**config.mk**
```make
export PLATFORM = sky130hd
export DESIGN_NAME = brt_unit
export DESIGN_NICKNAME = d
export VERILOG_FILES = /design/src/rtl/brt_pkg.sv /design/src/rtl/brt_cond.sv /design/src/rtl/brt_target.sv /design/src/rtl/brt_unit.sv
export SDC_FILE = /design/constraint.sdc
export NUM_CORES = 1
export LEC_CHECK = 0
export BUFFER_PORTS_ARGS = -buffer_cell sky130_fd_sc_hd__buf_2
export CAP_MARGIN = 20
export CORE_ASPECT_RATIO = 2
export CORE_MARGIN = 2
export CORE_UTILIZATION = 48
export CTS_BUF_LIST = sky130_fd_sc_hd__clkbuf_8
export CTS_CLUSTER_DIAMETER = 120
export CTS_CLUSTER_SIZE = 12
export DETAILED_ROUTE_END_ITERATION = 7
export PLACE_DENSITY = 0.91
export SLEW_MARGIN = 20
export SYNTH_ARGS = -nofsm -noshare
export SYNTH_HDL_FRONTEND = slang
export SYNTH_SLANG_ARGS = --single-unit
```
**constraint.sdc**
```tcl
create_clock -name clk -period 2.9 [get_ports clk]
set_clock_uncertainty 0.2 [all_clocks]
set_input_delay 0.145 -clock clk [delete_from_list [all_inputs] [get_ports clk]]
set_output_delay 0.145 -clock clk [all_outputs]
set_load 0.02 [all_outputs]
```
**src/rtl/brt_pkg.sv**
```systemverilog
package brt_pkg;

  localparam int unsigned OPW = 6;

  // control-transfer opcodes; all share the top three bits 111
  localparam logic [OPW-1:0] OP_BEQ  = 6'b111000;
  localparam logic [OPW-1:0] OP_BNE  = 6'b111001;
  localparam logic [OPW-1:0] OP_BGTU = 6'b111010;
  localparam logic [OPW-1:0] OP_BGEU = 6'b111011;
  localparam logic [OPW-1:0] OP_BGTS = 6'b111100;
  localparam logic [OPW-1:0] OP_BGES = 6'b111101;
  localparam logic [OPW-1:0] OP_BCY  = 6'b111110;
  localparam logic [OPW-1:0] OP_JMP  = 6'b111111;

  typedef enum logic [1:0] {
    JK_IMM  = 2'b00,
    JK_REG  = 2'b01,
    JK_CALL = 2'b10,
    JK_RSVD = 2'b11
  } jkind_e;

  typedef struct packed {
    logic taken;    // leave the sequential path
    logic use_reg;  // target comes from operand A
    logic link;     // write return address
  } brt_dec_t;

endpackage

```
**src/rtl/brt_cond.sv**
```systemverilog
module brt_cond
  import brt_pkg::*;
#(
  parameter int unsigned XLEN = 32
) (
  input  logic [OPW-1:0]  op_i,
  input  logic [1:0]      kind_i,
  input  logic [XLEN-1:0] opa_i,
  input  logic [XLEN-1:0] opb_i,
  input  logic            carry_i,
  output brt_dec_t        dec_o
);

  logic eq, gtu, gts;

  always_comb begin
    eq  = (opa_i == opb_i);
    gtu = (opa_i > opb_i);
    gts = ($signed(opa_i) > $signed(opb_i));
  end

  always_comb begin
    dec_o = '0;
    unique case (op_i)
      OP_BEQ:  dec_o.taken = eq;
      OP_BNE:  dec_o.taken = !eq;
      OP_BGTU: dec_o.taken = gtu;
      OP_BGEU: dec_o.taken = gtu | eq;
      OP_BGTS: dec_o.taken = gts;
      OP_BGES: dec_o.taken = gts | eq;
      OP_BCY:  dec_o.taken = carry_i;
      OP_JMP: begin
        unique case (jkind_e'(kind_i))
          JK_IMM:  dec_o.taken = 1'b1;
          JK_REG:  begin dec_o.taken = 1'b1; dec_o.use_reg = 1'b1; end
          JK_CALL: begin dec_o.taken = 1'b1; dec_o.link = 1'b1; end
          default: dec_o = '0;
        endcase
      end
      default: dec_o = '0;
    endcase
  end

endmodule

```
**src/rtl/brt_target.sv**
```systemverilog
module brt_target
  import brt_pkg::*;
#(
  parameter int unsigned XLEN    = 32,
  parameter int unsigned IMMW    = 16,
  parameter int unsigned PC_STEP = 4
) (
  input  brt_dec_t        dec_i,
  input  logic [XLEN-1:0] opa_i,
  input  logic [IMMW-1:0] imm_i,
  input  logic [XLEN-1:0] pc_i,
  output logic [XLEN-1:0] next_pc_o,
  output logic [XLEN-1:0] ret_addr_o
);

  localparam int unsigned PADW = XLEN - IMMW;
  localparam logic [XLEN-1:0] STEP = XLEN'(PC_STEP);

  logic [XLEN-1:0] imm_abs;

  generate
    if (PADW > 0) begin : g_pad
      assign imm_abs = {{PADW{1'b0}}, imm_i};
    end else begin : g_nopad
      assign imm_abs = imm_i[XLEN-1:0];
    end
  endgenerate

  always_comb begin
    ret_addr_o = pc_i + STEP;
    if (!dec_i.taken)        next_pc_o = ret_addr_o;
    else if (dec_i.use_reg)  next_pc_o = opa_i;
    else                     next_pc_o = imm_abs;
  end

endmodule

```
**src/rtl/brt_unit.sv**
```systemverilog
module brt_unit
  import brt_pkg::*;
#(
  parameter int unsigned XLEN     = 32,
  parameter int unsigned IMMW     = 16,
  parameter int unsigned REGW     = 5,
  parameter int unsigned LINK_REG = 19,
  parameter int unsigned PC_STEP  = 4,
  parameter int unsigned SYNC_LEN = 2
) (
  input  logic            clk,
  input  logic            rst_n,
  input  logic [5:0]      op_i,
  input  logic [1:0]      kind_i,
  input  logic [31:0]     opa_i,
  input  logic [31:0]     opb_i,
  input  logic            carry_i,
  input  logic [15:0]     imm_i,
  input  logic [31:0]     pc_i,
  output logic            taken_o,
  output logic [31:0]     next_pc_o,
  output logic            link_we_o,
  output logic [4:0]      link_idx_o,
  output logic [31:0]     link_addr_o
);

  // ---- reset: asserted asynchronously, released through a flop chain
  logic [SYNC_LEN-1:0] sync_q;
  logic                rst_ok;

  always_ff @(posedge clk or negedge rst_n) begin
    if (!rst_n) sync_q <= '0;
    else        sync_q <= {sync_q[SYNC_LEN-2:0], 1'b1};
  end
  assign rst_ok = sync_q[SYNC_LEN-1];

  // ---- decision and target
  brt_dec_t        dec_d;
  logic [XLEN-1:0] next_d, ret_d;

  brt_cond #(.XLEN(XLEN)) u_cond (
    .op_i    (op_i),
    .kind_i  (kind_i),
    .opa_i   (opa_i),
    .opb_i   (opb_i),
    .carry_i (carry_i),
    .dec_o   (dec_d)
  );

  brt_target #(.XLEN(XLEN), .IMMW(IMMW), .PC_STEP(PC_STEP)) u_tgt (
    .dec_i      (dec_d),
    .opa_i      (opa_i),
    .imm_i      (imm_i),
    .pc_i       (pc_i),
    .next_pc_o  (next_d),
    .ret_addr_o (ret_d)
  );

  // ---- output register
  logic            taken_q, link_q;
  logic [XLEN-1:0] next_q, ret_q;

  always_ff @(posedge clk or negedge rst_ok) begin
    if (!rst_ok) begin
      taken_q <= 1'b0;
      link_q  <= 1'b0;
      next_q  <= '0;
      ret_q   <= '0;
    end else begin
      taken_q <= dec_d.taken;
      link_q  <= dec_d.link;
      next_q  <= next_d;
      ret_q   <= ret_d;
    end
  end

  assign taken_o     = taken_q;
  assign link_we_o   = link_q;
  assign next_pc_o   = next_q;
  assign link_addr_o = ret_q;
  assign link_idx_o  = REGW'(LINK_REG);

  // ---- assertions
  // opcodes outside the transfer range advance sequentially
  a_r11_seq_path: assert property (@(posedge clk) disable iff (!rst_ok)
    (op_i[5:3] != 3'b111) |=> (!taken_o && !link_we_o && next_pc_o == $past(pc_i) + 32'd4));

  // a call raises the link write with the return address
  a_r8_call_link: assert property (@(posedge clk) disable iff (!rst_ok)
    (op_i == 6'b111111 && kind_i == 2'b10) |=>
      (taken_o && link_we_o && link_addr_o == $past(pc_i) + 32'd4
       && next_pc_o == {16'h0, $past(imm_i)}));

  // link write only comes with a taken transfer
  a_r8_link_taken: assert property (@(posedge clk) disable iff (!rst_ok)
    link_we_o |-> taken_o);

  // register jump lands on operand A
  a_r7_reg_jump: assert property (@(posedge clk) disable iff (!rst_ok)
    (op_i == 6'b111111 && kind_i == 2'b01) |=> (taken_o && next_pc_o == $past(opa_i)));

  // carry branch follows the flag
  a_r5_carry: assert property (@(posedge clk) disable iff (!rst_ok)
    (op_i == 6'b111110) |=> (taken_o == $past(carry_i)));

  // reserved jump kind does nothing
  a_r9_reserved: assert property (@(posedge clk) disable iff (!rst_ok)
    (op_i == 6'b111111 && kind_i == 2'b11) |=> (!taken_o && !link_we_o));

endmodule

```
==> results.toml, run 1 <==
[placement]
place.port_buffers = 188
gp_congestion = 0.929
place_hpwl_mm = 9.35
dp_cells = 668
dpl_cell_area_um2 = 5010

[yosys]
ys_seq_area_share_pct = 43.6
synth_edf_count = 0
synth_top_family_by_area = "simple AND/OR/NAND/NOR gates"
synth_compound_area_share_pct = 7.96
async_reset_ff_share_pct = 100
synth_xor_xnor_area_share_pct = 6.29
ys_seq_elements = 68
synthSimpleGateAreaFrac_pct = 13.8
yosysWarnings = 0
synth_fa_ha_area_share_pct = 10.6
syn_area_per_cell_um2 = 10.3
synth.area.mux_share_pct = 10.1
syn_inst = 377
synth_area_um2 = 3900
synthFlopType = "dfrtp_1"
synth_cell_types = 50

[floorplanning]
num_rows = 46
die_h_um = 131
die_w_um = 67.7
die_area_um2 = 8900
core_um2 = 7890
start_util_pct = 49.4
io_pins = 194

[finish]
num-fill-cells = 468
fin_nets = 833
drive_gt1_share_pct = 38.6
area_delta_synth_final_pct = 59.3
finalNonFillerCells = 780
fin_area_um2 = 6210

[timing]
rsz0062_at_grt = "true"
finalMaxSlewViolations = 0
fin_crit_sh_pct = 97.5
relSlewSlack_pct = 43.4
setup_violations = 0
hold_viol = 0
min_period_ns = 2.83
worst_pin_slew_ns = 0.849
fin_tns_setup_ns = 0
clock.fmax_mhz = 354

[global_route]
grt_usage_pct = 31.9
grt.overflow.total = 0
grt_pass1_vias = 4462
grt_pass1_wl_mm = 20.9
antenna_found_initial = 1
grt_max_degree = 67

[cts]
worst_skew_pair.late_latency_ns = 0.34
cts_tree = "built"
root_buffer = "clkbuf_8"
htree_levels = 3
cts_buffer_depth = 2
cts_buffers = 9
cts.clk_slew.worst_paths_ns = 0.08
cts.sinks = 68

[routing]
first_pass_iters = 4
drt_drc_violations_left = 0
wl_per_cell_um = 17.7
viasPerCell = 5.25
wl_mm = 13.8
ant_nets = 0
first_iter_violations = 184
vias = 4098

[hold_path]
worstHoldPathType = "input pin to register"

[job]
maxCapViolCount = 0

[worst_setup_path]
crit_chain = "buf_2 -> inv_1 -> ha_1 -> nand4_1 -> nor4_4 -> nand2_1 -> or3_4 -> a21bo_1 -> o21ai_4 -> buf_12 -> o21ai_0 -> dlygate4sd3_1"
startpoint_type = "input pin"
arrival_ns = 2.84
crit_path_top_delay_cell = "dlygate4sd3_1"
crit_fanout = 10
critPathKind = "input pin to register"
crit_path_end_kind = "register"
critPathMaxStageDelay_ns = 0.59
critPathRequiredTime_ns = 2.91

[power_and_ir_drop]
p_total_mw = 2.58
vdd_drop_max_mv = 0.282
power.density_nw_per_um2 = 416
p_leak_nw = 3.15

[run_status]
status = "finished clean"
[Yosys cell counts, drive strengths merged (2+ instances only)]
master    n  area (um^2)
nor2b     5         31.3
o21ai    20          111
mux2i     2         20.0
dfrtp    68         1700
and4      2         17.5
mux2     30          375
ha       33          413
nand4    13          103
clkbuf    3         11.3
nand3    10         50.1
nor3      3         15.0
nand2    34          128
nor2     15         56.3
xnor2    22          193
a31oi     2         12.5
inv      54          203
nor3b     2         15.0
xor2      6         52.6
and3      6         37.5
nor4      4         40.0
a2bb2oi   2         17.5
conb      2         7.51
or2       2         12.5
a41oi     2         17.5
buf       8         73.8
a21oi    14         73.8
[cell families (layout without fill, tap and decap cells)]
| logic type | Yosys count | in the layout |
|---|---|---|
| AOI/OAI and AO/OA | 49 | 49 |
| xor gates and xnor gates | 28 | 28 |
| adders and majority gates | 33 | 33 |
| buffers and inverters | 65 | 366 |
| DFF | 68 | 68 |
| muxes | 32 | 32 |
| other | 2 | 8 |
| and+or+nand+nor | 100 | 100 |
[where the power goes]
| part | internal, mW | leakage, nW | switching [mW] |
|---|---|---|---|
| registers | 1.01 | 0.799 | 0.0176 |
| clock network | 0.552 | 0.120 | 0.362 |
| logic | 0.304 | 2.23 | 0.337 |
| total | 1.87 | 3.15 | 0.716 |
[worst paths after layout]
| kind | start | to | slack (ns) | cells after the start |
|---|---|---|---|---|
| setup / recovery | opb_i[23] | next_pc_o[21]$_DFF_PN0_ | 0.07 | 12 |
| hold / removal | opa_i[9] | next_pc_o[9]$_DFF_PN0_ | 0.03 | 3 |
| hold reg to reg | sync_q[0]$_DFF_PN0_ | sync_q[1]$_DFF_PN0_ | 0.16 | 0 |
| max in group asynchronous | sync_q[1]$_DFF_PN0_ | link_addr_o[28]$_DFF_PN0_ | 1.68 | 1 |
| min in group asynchronous | sync_q[1]$_DFF_PN0_ | next_pc_o[14]$_DFF_PN0_ | 0.25 | 1 |
| setup reg to reg | sync_q[1]$_DFF_PN0_ | link_addr_o[28]$_DFF_PN0_ | 1.68 | 1 |
[layer usage]
metal / routed length, um / part of all wire, % / GRT usage (%) / vias up
li1: - / - / - / 1869
met1: 4330 / 31 / 28.4 / 1942
met2: 7750 / 56 / 57.8 / 217
met3: 741 / 5.4 / 6.93 / 70
met4: 963 / 7.0 / 23.8 / 0
met5: 0 / 0 / 0 / -
[cell usage in the layout (no fill, tap or decap), types with 3 or more instances in the layout]
master and count:
dlygate4sd3_1 90, nor2_1 14, nor3_1 3, xnor2_1 22, ha_1 33, mux2_4 10, mux2_2 18, nand4_1 11
nor2b_1 5, a21oi_1 13, xor2_1 6, buf_2 188, buf_4 17, o21ai_0 17, nand3_1 10, inv_1 55
conb_1 6, dfrtp_1 67, clkbuf_8 12, nand2_1 34, and3_1 6
[worst max-delay path: cells and delay by family]
kind	cells	cell delay, ns
simple gates	4	1.04
buf+inv	4	0.86
compound gates	3	0.49
fa+ha+maj	1	0.32
[per-stage QoR]
step	util (%)	hold slack, ns	worst slack, ns
floorplan	-	-0.351	0.292
global placement	63.6	-0.271	0.0929
detailed placement	63.6	-0.268	-0.000614
CTS	78.0	0.000738	0.0343
global route	78.7	0.0231	-0.0226
finish	78.8	0.0252	0.0739
[what timing repair did]
item,CTS,global route
setup endpoints to repair,0,8
buffers inserted,0,4
endpoints found under the hold margin,67,0
hold buffers,90,0
gates resized for setup,0,5
[area by class of cell]
| type | instances | area [um^2] | area share [%] |
|---|---|---|---|
| diodes | 2 | 5.00 | 0.0806 |
| well taps | 96 | 120 | 1.93 |
| repair buffers | 296 | 1990 | 32.0 |
| clock inverters | 4 | 71.3 | 1.15 |
| clock buffers | 12 | 165 | 2.66 |
| multi-input cells | 248 | 1950 | 31.5 |
| flip-flops and latches | 68 | 1700 | 27.4 |
| inverters | 54 | 203 | 3.26 |
[flip-flops by register name, summed over array words and instances, names as in the netlist]
signal	count
taken_o	1
link_we_o	1
link_addr_o	32
sync_q	2
next_pc_o	32
Note: power is estimated with default switching activity, not from simulation.
==> run 2, diff against run 1 <==
--- a/config.mk
+++ b/config.mk
@@ -14,7 +14,7 @@
 export CTS_CLUSTER_DIAMETER = 120
 export CTS_CLUSTER_SIZE = 12
 export DETAILED_ROUTE_END_ITERATION = 7
-export PLACE_DENSITY = 0.91
+export PLACE_DENSITY = 0.83
 export SLEW_MARGIN = 20
 export SYNTH_ARGS = -nofsm -noshare
 export SYNTH_HDL_FRONTEND = slang
==> run 2 against run 1 <==
Effect of this change:
- clock-buffer cell count stayed put
- final cell count grew 0.13%
- largest power group unchanged
- sequential cell count unchanged
- wire length up 8.7%
- largest cell class unchanged
==> results.toml, run 2 (synthesis results as in run 1) <==
[run_status]
status = "finished clean"

[timing]
layout_setup_ws_ns = 0.0745
hold_viol = 0
min_period_ns = 2.83
fin_crit_sh_pct = 97.4
finalMaxSlewViolations = 0
fin_tns_setup_ns = 0
worst_pin_slew_ns = 0.532
relSlewSlack_pct = 64.2
clock.fmax_mhz = 354
setup_violations = 0

[routing]
wl_mm = 15.0
wl_per_cell_um = 19.2
vias = 4210
viasPerCell = 5.39
ant_nets = 0
first_pass_iters = 4
first_iter_violations = 368
drt_drc_violations_left = 0

[power_and_ir_drop]
p_leak_nw = 3.15
power.density_nw_per_um2 = 394
p_total_mw = 2.43
vdd_drop_max_mv = 0.247

[floorplanning]
core_um2 = 7890
die_w_um = 67.7
die_h_um = 131
die_area_um2 = 8900
num_rows = 46
start_util_pct = 49.4
io_pins = 194

[global_route]
grt_pass1_vias = 4571
grt_usage_pct = 34.5
grt_max_degree = 28
grt.overflow.total = 0
antenna_found_initial = 1
grt_pass1_wl_mm = 22.5

[worst_setup_path]
crit_path_end_kind = "register"
critPathRequiredTime_ns = 2.95
crit_path_start = "pc_i[2]"
r2r_cells = 1
startpoint_type = "input pin"
arrival_ns = 2.88
rrSetupSlack_ns = 1.72
r2r-end = "next_pc_o[30]$_DFF_PN0_"
critPathKind = "input pin to register"
worstReg2RegStart = "sync_q[1]$_DFF_PN0_"
crit_fanout = 5

[finish]
area_delta_synth_final_pct = 58.7
layout_commonest_cell = "buf_2"
drive_gt1_share_pct = 38.6
fin_area_um2 = 6190
fin_util_pct = 78.5
final_cell_mix = "buf_2, dlygate4sd3_1, dfrtp_1, inv_1, nand2_1"
fin_nets = 835

[cts]
root_buffer = "clkbuf_8"
cts_tree = "built"
worst_skew_pair.late_latency_ns = 0.36
cts_buffers = 9
htree_levels = 3
cts.clk_slew.worst_paths_ns = 0.07
cts.sinks = 68
cts_buffer_depth = 2

[hold_path]
hold_depth = 3
worstHoldEndpoint = "next_pc_o[8]$_DFF_PN0_"
worstHoldPathType = "input pin to register"
hold_path.startpoint = "opa_i[8]"

[placement]
place_hpwl_mm = 9.45
preCtsSetupSlack_ns = 0.0435
place.port_buffers = 188
dpl_cell_area_um2 = 5040
gp_congestion = 0.844

[job]
maxCapViolCount = 0
-- run 2: final cells by class --
type	instances	area, um^2
antenna	1	2.50
clock buffer	12	165
clock inverter	4	23.8
fill	478	1700
inverter	54	203
multi-input combinational	248	1940
sequential	68	1700
tap	96	120
timing repair buffer	298	2030
-- run 2: worst max-delay path by stage --
stage / endpoint / slack (ns) / depth (start not counted)
after floorplan: next_pc_o[14]$_DFF_PN0_ / 0.29 / 10
after global placement: next_pc_o[1]$_DFF_PN0_ / 0.08 / 11
after detailed placement: next_pc_o[1]$_DFF_PN0_ / 0.04 / 11
after CTS: next_pc_o[1]$_DFF_PN0_ / 0.02 / 11
after global routing: link_addr_o[18]$_DFF_PN0_ / -0.01 / 10
final: link_addr_o[18]$_DFF_PN0_ / 0.07 / 10
-- run 2: metal layers --
| metal | track usage (%) | part of all wire (%) | up-vias |
|---|---|---|---|
| li1 | - | - | 1873 |
| met1 | 33.5 | 32 | 1997 |
| met2 | 59.7 | 54 | 255 |
| met3 | 8.22 | 6.7 | 85 |
| met4 | 24.6 | 8.0 | 0 |
| met5 | 0 | 0 | - |
-- run 2: stage by stage --
step                      hold WS [ns]  std cells
final                           0.0194        781
after global routing            0.0191        781
after CTS                      0.00847        776
after detailed placement        -0.266        672
after global placement          -0.269        672
after floorplan                 -0.351        381
-- run 2: critical path, stage by stage --
cell and delay, ns:
dlygate4sd3_1 0.52, buf_2 0.15, ha_1 0.19, nand3_1 0.17
or4_1 0.53, nor2_2 0.18, nand2_1 0.09, xor2_1 0.23
dlygate4sd3_1 0.61, inv_1 0.06
-- run 2: report_power, final --
part / leakage [nW] / internal [mW] / switching, mW
Combinational: 2.26 / 0.307 / 0.341
Clock: 0.0958 / 0.376 / 0.374
Sequential: 0.799 / 1.01 / 0.0271
-- run 2: what timing repair did --
action,CTS,global route
gates resized for setup,0,6
buffers inserted,0,3
hold endpoints to repair,67,1
endpoints found under the setup margin,0,27
hold buffers,88,1
